**config.mk**
```make
export PLATFORM = sky130hd
export DESIGN_NAME = pbtn_ctrl
export DESIGN_NICKNAME = d
export VERILOG_FILES = /design/src/rtl/pb_pkg.sv /design/src/rtl/pb_filter.sv /design/src/rtl/pb_hold.sv /design/src/rtl/pb_event.sv /design/src/rtl/pbtn_ctrl.sv
export SDC_FILE = /design/constraint.sdc
export NUM_CORES = 1
export LEC_CHECK = 0
export CORE_AREA = 2 2 111 113
export DETAILED_ROUTE_END_ITERATION = 8
export DIE_AREA = 0 0 113 115
export DONT_BUFFER_PORTS = 1
export PLACE_DENSITY = 0.69
export SYNTH_ARGS = -nofsm -noshare
export SYNTH_HDL_FRONTEND = slang
export SYNTH_SLANG_ARGS = --single-unit
```
**constraint.sdc**
```tcl
create_clock -name clk -period 4.05 [get_ports clk]
set_input_delay 0.2025 -clock clk [delete_from_list [all_inputs] [get_ports clk]]
set_output_delay 0.2025 -clock clk [all_outputs]
set_load 0.01 [all_outputs]
```
**src/rtl/pb_pkg.sv**
```systemverilog
package pb_pkg;

  localparam int NOTIFY_US = 128;

  function automatic int us_to_cycles(input int hz, input int us);
    return int'((longint'(hz) * longint'(us)) / 64'd1000000);
  endfunction

  typedef struct packed {
    logic resume;
    logic sys_on;
    logic ship;
    logic hiz;
  } rec_t;

endpackage

```
**src/rtl/pb_filter.sv**
```systemverilog
module pb_filter #(
  parameter int DB_CYC = 250_000
) (
  input  logic clk,
  input  logic rst_n,
  input  logic btn_n,
  output logic held
);
  localparam int DW = $clog2(DB_CYC + 1);

  logic          s1_q, s2_q, db_q;
  logic          s1_d, s2_d, db_d;
  logic [DW-1:0] cnt_q, cnt_d;

  always_comb begin
    s1_d  = ~btn_n;
    s2_d  = s1_q;
    db_d  = db_q;
    cnt_d = cnt_q;
    if (s2_q == db_q) begin
      cnt_d = '0;
    end else if (cnt_q == DW'(DB_CYC - 1)) begin
      db_d  = s2_q;
      cnt_d = '0;
    end else begin
      cnt_d = cnt_q + 1'b1;
    end
  end

  always_ff @(posedge clk or negedge rst_n) begin
    if (!rst_n) begin
      s1_q  <= 1'b0;
      s2_q  <= 1'b0;
      db_q  <= 1'b0;
      cnt_q <= '0;
    end else begin
      s1_q  <= s1_d;
      s2_q  <= s2_d;
      db_q  <= db_d;
      cnt_q <= cnt_d;
    end
  end

  assign held = db_q;

  // the filtered level only moves after a full run of differing samples
  a_r2_debounce: assert property (@(posedge clk) disable iff (!rst_n)
    (db_q != $past(db_q)) |-> ($past(cnt_q) == DW'(DB_CYC - 1) && cnt_q == '0));
endmodule

```
**src/rtl/pb_hold.sv**
```systemverilog
module pb_hold #(
  parameter int TICK_CYC  = 1_250_000,
  parameter int HOLD_W    = 16,
  parameter int WAKE_BASE = 50,
  parameter int RST_BASE  = 400
) (
  input  logic       clk,
  input  logic       rst_n,
  input  logic       held,
  input  logic       qual,
  input  logic       vin_ok,
  input  logic       need_vin,
  input  logic [1:0] wake_sel,
  input  logic [1:0] rst_sel,
  input  logic       rst_idle,
  output logic       wake_ev,
  output logic       rst_ev
);
  localparam int TW    = $clog2(TICK_CYC);
  localparam int THR_W = HOLD_W + 4;

  logic [TW-1:0]     tcnt_q, tcnt_d;
  logic [HOLD_W-1:0] hold_q, hold_d;
  logic              armed_q, armed_d;
  logic              active, last, fire;
  logic [THR_W-1:0]  wake_thr, rst_thr, hold_nx;

  always_comb begin
    wake_thr = THR_W'(WAKE_BASE) << wake_sel;
    rst_thr  = THR_W'(RST_BASE) << rst_sel;
    hold_nx  = THR_W'(hold_q) + 1'b1;
    active   = held & qual;
    last     = (tcnt_q == TW'(TICK_CYC - 1));
    fire     = active & last & (hold_q != '1);
    wake_ev  = fire & (hold_nx == wake_thr);
    rst_ev   = fire & (hold_nx == rst_thr) & armed_q & (rst_thr > wake_thr)
             & (~need_vin | vin_ok) & rst_idle;

    tcnt_d = tcnt_q;
    hold_d = hold_q;
    if (!active) begin
      tcnt_d = '0;
      hold_d = '0;
    end else if (last) begin
      tcnt_d = '0;
      if (hold_q != '1) hold_d = hold_q + 1'b1;
    end else begin
      tcnt_d = tcnt_q + 1'b1;
    end

    armed_d = armed_q;
    if (rst_ev)     armed_d = 1'b0;
    else if (!held) armed_d = 1'b1;
  end

  always_ff @(posedge clk or negedge rst_n) begin
    if (!rst_n) begin
      tcnt_q  <= '0;
      hold_q  <= '0;
      armed_q <= 1'b1;
    end else begin
      tcnt_q  <= tcnt_d;
      hold_q  <= hold_d;
      armed_q <= armed_d;
    end
  end

  // an unqualified cycle leaves the hold timer empty
  a_r1_unqual: assert property (@(posedge clk) disable iff (!rst_n)
    !qual |=> (hold_q == '0));
  // after a reset event no second one is possible until a release
  a_r5_once: assert property (@(posedge clk) disable iff (!rst_n)
    (rst_ev && held) |=> !rst_ev);
endmodule

```
**src/rtl/pb_event.sv**
```systemverilog
module pb_event
  import pb_pkg::*;
#(
  parameter int NOTIFY_CYC   = 16_000,
  parameter int RST_UNIT_CYC = 50_000_000
) (
  input  logic       clk,
  input  logic       rst_n,
  input  logic       wake_ev,
  input  logic       rst_ev,
  input  logic       stat_rd,
  input  logic       vin_ok,
  input  logic       sys_off,
  input  logic       mode_ship,
  input  logic [1:0] dur_sel,
  output logic       irq,
  output logic       sys_rst,
  output logic [1:0] stat,
  output rec_t       rec,
  output logic       rst_idle
);
  localparam int NW = $clog2(NOTIFY_CYC + 1);
  localparam int RW = $clog2(RST_UNIT_CYC * 8 + 1);

  logic [NW-1:0] ncnt_q, ncnt_d;
  logic [RW-1:0] rcnt_q, rcnt_d;
  logic [1:0]    stat_q, stat_d;
  rec_t          rec_q, rec_d;

  always_comb begin
    if (wake_ev || rst_ev)  ncnt_d = NW'(NOTIFY_CYC);
    else if (ncnt_q != '0)  ncnt_d = ncnt_q - 1'b1;
    else                    ncnt_d = ncnt_q;

    if (rst_ev)             rcnt_d = RW'(RST_UNIT_CYC) << dur_sel;
    else if (rcnt_q != '0)  rcnt_d = rcnt_q - 1'b1;
    else                    rcnt_d = rcnt_q;

    rec_d = '0;
    if (rcnt_q == RW'(1)) begin
      if (vin_ok) begin
        rec_d.resume = 1'b1;
        rec_d.sys_on = sys_off;
      end else begin
        rec_d.ship = mode_ship;
        rec_d.hiz  = ~mode_ship;
      end
    end

    stat_d[0] = wake_ev | (stat_q[0] & ~stat_rd);
    stat_d[1] = rst_ev  | (stat_q[1] & ~stat_rd);
  end

  always_ff @(posedge clk or negedge rst_n) begin
    if (!rst_n) begin
      ncnt_q <= '0;
      rcnt_q <= '0;
      stat_q <= '0;
      rec_q  <= '0;
    end else begin
      ncnt_q <= ncnt_d;
      rcnt_q <= rcnt_d;
      stat_q <= stat_d;
      rec_q  <= rec_d;
    end
  end

  assign irq      = (ncnt_q != '0);
  assign sys_rst  = (rcnt_q != '0);
  assign rst_idle = (rcnt_q == '0);
  assign stat     = stat_q;
  assign rec      = rec_q;

  // a notification pulse starts only after an event
  a_r3_irq_cause: assert property (@(posedge clk) disable iff (!rst_n)
    $rose(irq) |-> $past(wake_ev || rst_ev));
  // a reset event drives the reset output on the next cycle
  a_r4_rst_start: assert property (@(posedge clk) disable iff (!rst_n)
    rst_ev |=> sys_rst);
  // an event wins over a simultaneous read
  a_r7_set_wins: assert property (@(posedge clk) disable iff (!rst_n)
    wake_ev |=> stat[0]);
  // at most one recovery branch, and only right after reset ends
  a_r8_rec_onehot: assert property (@(posedge clk) disable iff (!rst_n)
    $onehot0({rec.resume, rec.ship, rec.hiz}));
  a_r8_rec_after_rst: assert property (@(posedge clk) disable iff (!rst_n)
    (rec.resume || rec.ship || rec.hiz) |-> ($past(sys_rst) && !sys_rst));
endmodule

```
**src/rtl/pbtn_ctrl.sv**
```systemverilog
module pbtn_ctrl
  import pb_pkg::*;
#(
  parameter int CLK_HZ       = 125_000_000,
  parameter int DB_CYC       = 250_000,
  parameter int TICK_CYC     = 1_250_000,
  parameter int HOLD_W       = 16,
  parameter int WAKE_BASE    = 50,
  parameter int RST_BASE     = 400,
  parameter int RST_UNIT_CYC = 50_000_000
) (
  input  logic       clk,
  input  logic       arst_n,
  input  logic       btn_n,
  input  logic       bat_ok,
  input  logic       vin_ok,
  input  logic       chg_en,
  input  logic [1:0] wake_sel,
  input  logic [1:0] rst_sel,
  input  logic [1:0] dur_sel,
  input  logic       rst_need_vin,
  input  logic       rec_mode_ship,
  input  logic       sys_off,
  input  logic       stat_rd,
  output logic       irq,
  output logic       sys_rst,
  output logic       stat_wake,
  output logic       stat_rst,
  output logic       rec_resume,
  output logic       rec_sys_on,
  output logic       rec_ship_req,
  output logic       rec_hiz_req
);
  localparam int NOTIFY_CYC = us_to_cycles(CLK_HZ, NOTIFY_US);

  logic       rs1_q, rs2_q;
  logic       held, qual, wake_ev, rst_ev, rst_idle;
  logic [1:0] stat;
  rec_t       rec;

  always_ff @(posedge clk or negedge arst_n) begin
    if (!arst_n) begin
      rs1_q <= 1'b0;
      rs2_q <= 1'b0;
    end else begin
      rs1_q <= 1'b1;
      rs2_q <= rs1_q;
    end
  end

  assign qual = bat_ok | (vin_ok & chg_en);

  pb_filter #(.DB_CYC(DB_CYC)) u_filter (
    .clk(clk), .rst_n(rs2_q), .btn_n(btn_n), .held(held)
  );

  pb_hold #(
    .TICK_CYC(TICK_CYC), .HOLD_W(HOLD_W),
    .WAKE_BASE(WAKE_BASE), .RST_BASE(RST_BASE)
  ) u_hold (
    .clk(clk), .rst_n(rs2_q), .held(held), .qual(qual), .vin_ok(vin_ok),
    .need_vin(rst_need_vin), .wake_sel(wake_sel), .rst_sel(rst_sel),
    .rst_idle(rst_idle), .wake_ev(wake_ev), .rst_ev(rst_ev)
  );

  pb_event #(.NOTIFY_CYC(NOTIFY_CYC), .RST_UNIT_CYC(RST_UNIT_CYC)) u_event (
    .clk(clk), .rst_n(rs2_q), .wake_ev(wake_ev), .rst_ev(rst_ev),
    .stat_rd(stat_rd), .vin_ok(vin_ok), .sys_off(sys_off),
    .mode_ship(rec_mode_ship), .dur_sel(dur_sel), .irq(irq),
    .sys_rst(sys_rst), .stat(stat), .rec(rec), .rst_idle(rst_idle)
  );

  assign stat_wake    = stat[0];
  assign stat_rst     = stat[1];
  assign rec_resume   = rec.resume;
  assign rec_sys_on   = rec.sys_on;
  assign rec_ship_req = rec.ship;
  assign rec_hiz_req  = rec.hiz;
endmodule

```
### Word level (Yosys, flattened, before mapping)

Index checks and enable logic that the tools add are counted.

* memories kept: 0
* latch bits: 0
* memory bits (read-only): 0
* bits of input ports: 16
* word-level logic and storage cells: 81
* register bits after elaboration: 110
* RAM bits: 0

* $mul: 0
* muxes and demuxes: 16
* add/subtract/negate cells: 6
* reductions and logical operators: 8
* div/mod/pow operators: 0
* magnitude comparators: 1
* equal/unequal tests: 10
* shift-type cells: 3
* bitwise logic cells: 21

Operators by type and width (number)
* 29-bit two-way mux: 2
* 16-bit two-way mux: 3
* 21-bit two-way mux: 2
* 20-bit equality test: 2
* 18-bit two-way mux: 2
* 29-bit by 1-bit equality test with 1-bit output, second input constant: 1
* 29-bit zero test: 1
* 29-bit nonzero test: 1
* 26-bit by 2-bit left shift with 29-bit output, first input constant: 1
* 29-bit by 1-bit subtractor with 29-bit output, second input constant: 1
* 14-bit two-way mux: 2
* 21-bit by 1-bit adder with 21-bit output, second input constant: 1
* 21-bit equality test, second input constant: 1
* 20-bit greater-than comparator: 1
* 6-bit by 2-bit left shift with 20-bit output, first input constant: 1
* 9-bit by 2-bit left shift with 20-bit output, first input constant: 1
* 18-bit by 1-bit adder with 18-bit output, second input constant: 1
* 18-bit equality test, second input constant: 1
* 16-bit by 1-bit adder with 17-bit output, second input constant: 1
* 16-bit by 1-bit adder with 16-bit output, second input constant: 1
* 16-bit != test, second input constant: 1
* 14-bit nonzero test: 1
* 14-bit by 1-bit subtractor with 14-bit output, second input constant: 1
* 1-bit bitwise AND: 12
* 10 further kinds: 23

### Longest topological paths before layout

* depth in word-level cells: 12
* mapped depth: 13
* depth with buffers taken out: 11

### By module

From an unflattened synthesis, not the netlist that was laid out.

* cell total of the unflattened synthesis: 703
* area total of the unflattened synthesis: 6572.6 µm²

Modules (own cells, without submodules)
* pb_hold: cells an instance 322, times used 1, area each 2770.2 µm², seq. area each 952.2 µm²
* pb_event: cells an instance 277, times used 1, area each 2707.6 µm², seq. area each 1226.2 µm²
* pb_filter: cells an instance 100, times used 1, area each 1033.5 µm², seq. area each 525.5 µm²
* pbtn_ctrl: cells an instance 4, times used 1, area each 61.3 µm², seq. area each 50.0 µm²

### Worst setup path before layout

No wires, ideal clock.

* kind: input to register
* start point: input rst_sel[1]
* end point: register u_event.ncnt_q[2]
* stages on the path: 13
* setup slack: 1.102 ns
* data required time: 3.923 ns
* arrival: 2.821 ns
* setup time: 0.127 ns
* cell sequence: clkbuf_1 > inv_1 > ha_1 > inv_1 > ha_1 > nand2_1 > o21ai_0 > a311o_1 > nand3_1 > or4b_4 > o41ai_4 > buf_6 > a21oi_1

* longest elaborated chain between the ends: 9
* elaborated cells on any way between the ends: 11

Ends and longest elaborated chain
* from (decl): RTL line pbtn_ctrl.sv:19 `input logic [1:0] rst_sel,`
* 9-bit by 2-bit left shift with 20-bit output *: RTL line pb_hold.sv:30 `rst_thr = THR_W'(RST_BASE) << rst_sel;`
* parallel branches: the longest is 3 deep, another holds 20-bit greater-than comparator
* 1-bit bitwise AND *: RTL line pb_hold.sv:36 `rst_ev = fire & (hold_nx == rst_thr) & armed_q & (rst_thr > wake_thr)`
* 1-bit bitwise AND * (2 in series): RTL line pb_hold.sv:37 `& (~need_vin | vin_ok) & rst_idle;`
* 1-bit logical OR *: RTL line pb_event.sv:31 `if (wake_ev || rst_ev) ncnt_d = NW'(NOTIFY_CYC);`
* 14-bit two-way mux or 2-bit nonzero test (tied branches)
* to (signal assigned): RTL line pb_event.sv:61 `ncnt_q <= ncnt_d;`
* to (decl): RTL line pb_event.sv:25 `logic [NW-1:0] ncnt_q, ncnt_d;`

Mark *: on every way between the ends.
A chain may end at the register's enable or synchronous reset.

### Worst setup path in the final report

* start point: register u_hold.hold_q[0]
* end point: register u_event.rcnt_q[23]

* longest elaborated chain between the ends: 8
* elaborated cells on any way between the ends: 11

Ends and longest elaborated chain
* from (decl): RTL line pb_hold.sv:23 `logic [HOLD_W-1:0] hold_q, hold_d;`
* from (signal assigned): RTL line pb_hold.sv:63 `hold_q <= hold_d;`
* 16-bit by 1-bit adder with 17-bit output or 16-bit != test (tied branches): RTL line pb_hold.sv:31, pb_hold.sv:34
* 20-bit equality test or 1-bit bitwise AND (tied branches): RTL line pb_hold.sv:36, pb_hold.sv:34
* 1-bit bitwise AND * (3 in series): RTL line pb_hold.sv:36
* 1-bit bitwise AND * (2 in series): RTL line pb_hold.sv:37
* 29-bit two-way mux or 2-bit nonzero test (tied branches)
* to (signal assigned): RTL line pb_event.sv:62 `rcnt_q <= rcnt_d;`
* to (decl): RTL line pb_event.sv:26 `logic [RW-1:0] rcnt_q, rcnt_d;`

Every way passes the cells marked *; elsewhere a longest branch is shown, timed or not.

==> run summary <==
status - finished with violations
failing checks - DRC
Initial Util - 54.0%
asr flop ratio synth - 100%
Port Buffers - 0
Synth Flop Type - dfrtp_1
DRC - 1
syn_nets - 716
crit start category - flop
synthesized cell area - 0.00638 sq mm
IO Pins - 24
grt ovf - 0
CP max FO - 12
Final Slew Violations - 0
DR iter-0 viols - 337
Finished Cell Area - 0.00682 sq mm
Max Cap Violations - 0
post-route ant nets - 0
layout overhead on the synthesized area - 7.03%
data required time at the worst endpoint - 4.33 ns
Pwr Density - 302 mW/mm^2
Max VDD drop - 0.000257 V
Fin. Hold Viols - 0
largest net degree at the start of global routing - 49
Resized cells post-CTS - 0
Final Cycle Share - 81.5%
minimum clock period - 3.30 ns
RSZ-0062 raised after global routing - false
Final HPWL DP - 9.47 mm
average wire per standard cell - 16.0 um
adder and majority cell fraction of the synthesized area - 4.12%
die area - 0.0130 sq mm
post-synth cell types - 69
row cnt - 40
Relative slew margins - 53.9%
first-pass GRT wire length - 23.0 mm
Via Count - 4,882
DRT Wirelength - 13.3 mm
First-pass DRT Iterations - 7
post-synthesis compound-gate area fraction - 9.20%
Skew-Pair Late Insertion Delay - 0.36 ns
CTS root buffer - clkbuf_16
CTS tree - built
#FFs+latches synth - 110
Post-Synth XOR/XNOR Area - 10.7%
via/cell ratio - 5.88
syn_area_per_cell - 9.39 sq um
area post-placement - 0.00645 sq mm
CTS Buffer Depth - 2
Synth Area in Simple Gates - 26.9%
clock-pin slew on the worst setup and hold paths - 0.08 ns
mux cell area share after synthesis - 1.61%
Core Box Area - 0.0118 sq mm
leakage power - 2.69 nW
vias in the first global route - 4,720
initial antenna violation count - 0
CP Data Arrival Time - 3.58 ns
gr usage total - 21.9%
FMAX - 0.303 GHz
TNS Setup - 0 ns
Hold Slack - 0.0234 ns
largest family of logic cells by synthesized area - simple AND/OR/NAND/NOR gates
postcts setup bufs - 0
antenna fix cells - 0
synth warn - 0
total number of H-tree levels - 3
RD Place Congestion - 0.892
crit end category - flop
Nets - 715
Worst Clk Skew - 0.00924 ns
crit path kind - flop to flop
CTS buffer count - 9
clock sinks - 110
EDFF count, synth - 0
Seq/Total Area, Yosys - 43.2%
Hold Crit Class - input pin to flop
Die Ht - 115 um
Cells after Synth - 679
final setup fails - 0
Tightest Pin Transition - 0.686 ns
cts hold-fix bufs - 8
Chip Width - 113 um
fraction of layout cells with a size suffix above 1 - 7.47%
cells in the final DEF, fill, tap and decap left out, types with 3 or more instances in the layout:
cell and instances:
nor2_1 97, clkbuf_16 9, nand3_1 26, o31ai_1 3
nand4_1 14, xor2_1 33, a311oi_1 4, or3_1 22
dlygate4sd3_1 8, or2_2 4, dfrtp_1 108, ha_1 21
inv_1 28, nand3b_1 4, o21ai_0 24, xnor2_1 45
buf_4 7, and2_1 4, nand2b_1 10, mux2i_1 8
a21oi_1 22, nand2_1 46, nand4b_1 6, and3_1 18
nor4b_1 6, nor3_1 30, nor4_1 11, a211oi_1 5
power by group:
| group | switching (mW) | internal, mW | total, mW | leakage [nW] |
|---|---|---|---|---|
| Sequential | 0.00751 | 1.10 | 1.11 | 1.37 |
| Combinational | 0.0499 | 0.0296 | 0.0794 | 1.18 |
| Clock | 0.426 | 0.444 | 0.870 | 0.142 |
| Total | 0.483 | 1.58 | 2.06 | 2.69 |
synthesized netlist by cell type, types with 10 or more instances:
cell type	instances	area (sq um)
clkbuf_1	14	52.6
inv_1	28	105
nand4_1	14	87.6
nand2b_1	10	62.6
o21ai_0	24	120
xor2_1	33	289
and3_1	18	113
xnor2_1	45	394
nand2_1	46	173
nor3_1	30	150
nor2_1	97	364
or3_1	22	138
a21oi_1	22	110
ha_1	21	263
dfrtp_1	109	2730
nor4_1	11	68.8
nand3_1	26	130
routing by layer:
metal / GRT usage, % / up-vias / part of all wire [%]
met5: 0 / - / 0
met4: 6.34 / 0 / 1.4
met3: 5.27 / 15 / 4.8
met2: 34.4 / 113 / 47
met1: 30.6 / 2375 / 47
li1: - / 2379 / -
logic make-up after synthesis:
| logic type | after synthesis |
|---|---|
| xor gates and xnor gates | 78 |
| adders and majority gates | 21 |
| buffers and inverters | 55 |
| DFF | 110 |
| muxes | 10 |
| and+or+nand+nor | 321 |
| other | 1 |
| AOI/OAI and AO/OA | 83 |
final timing paths:
check,startpoint,cells after the start,end,slack (ns)
min in group asynchronous,arst_n,1,rs2_q,0.07
setup reg to reg,u_hold.hold_q[0],8,u_event.rcnt_q[23],0.75
hold reg to reg,rs2_q,0,u_filter.cnt_q[3],0.25
setup / recovery,u_hold.hold_q[0],8,u_event.rcnt_q[23],0.75
max in group asynchronous,rs2_q,1,u_event.rcnt_q[26],2.86
hold / removal,rec_mode_ship,1,u_event.rec[1],0.02
critical path: stages (launching register included):
cell and delay, ns:
dfrtp_1 0.50, ha_1 0.32, and3_2 0.29, nand3_4 0.11, a32o_1 0.29, or4_4 0.54, or4_4 0.65, and2_1 0.31
nor3_2 0.20
stage by stage:
step           worst slack (ns)  power, mW  util [%]  instances
2_1_floorplan             0.761       1.18         -        679
5_1_grt                   0.576       2.14      57.8        830
3_5_place_dp              0.773       1.20      54.6        806
6_report                  0.750       2.06      57.8        830
4_1_cts                   0.763       2.09      57.8        830
3_3_place_gp              0.871       1.20      54.6        806
registers in the layout, indices dropped and copies added (netlist names):
name	flops
u_filter.cnt_q	18
u_filter.s2_q	1
u_hold.armed_q	1
rs2_q	1
u_filter.s1_q	1
u_event.rec	4
u_event.ncnt_q	14
u_hold.hold_q	16
u_event.rcnt_q	29
u_event.stat	2
rs1_q	1
u_filter.held	1
u_hold.tcnt_q	21
cell type report:
class / instances / area, sq um
multi-input cells: 514 / 3350
inverters: 28 / 105
fillers: 1042 / 4990
repair buffers: 15 / 133
flip-flops and latches: 110 / 2760
clock buffers: 10 / 239
well taps: 147 / 184
clock inverters: 6 / 52.6
No activity file was read; power rests on OpenSTA's default activity.
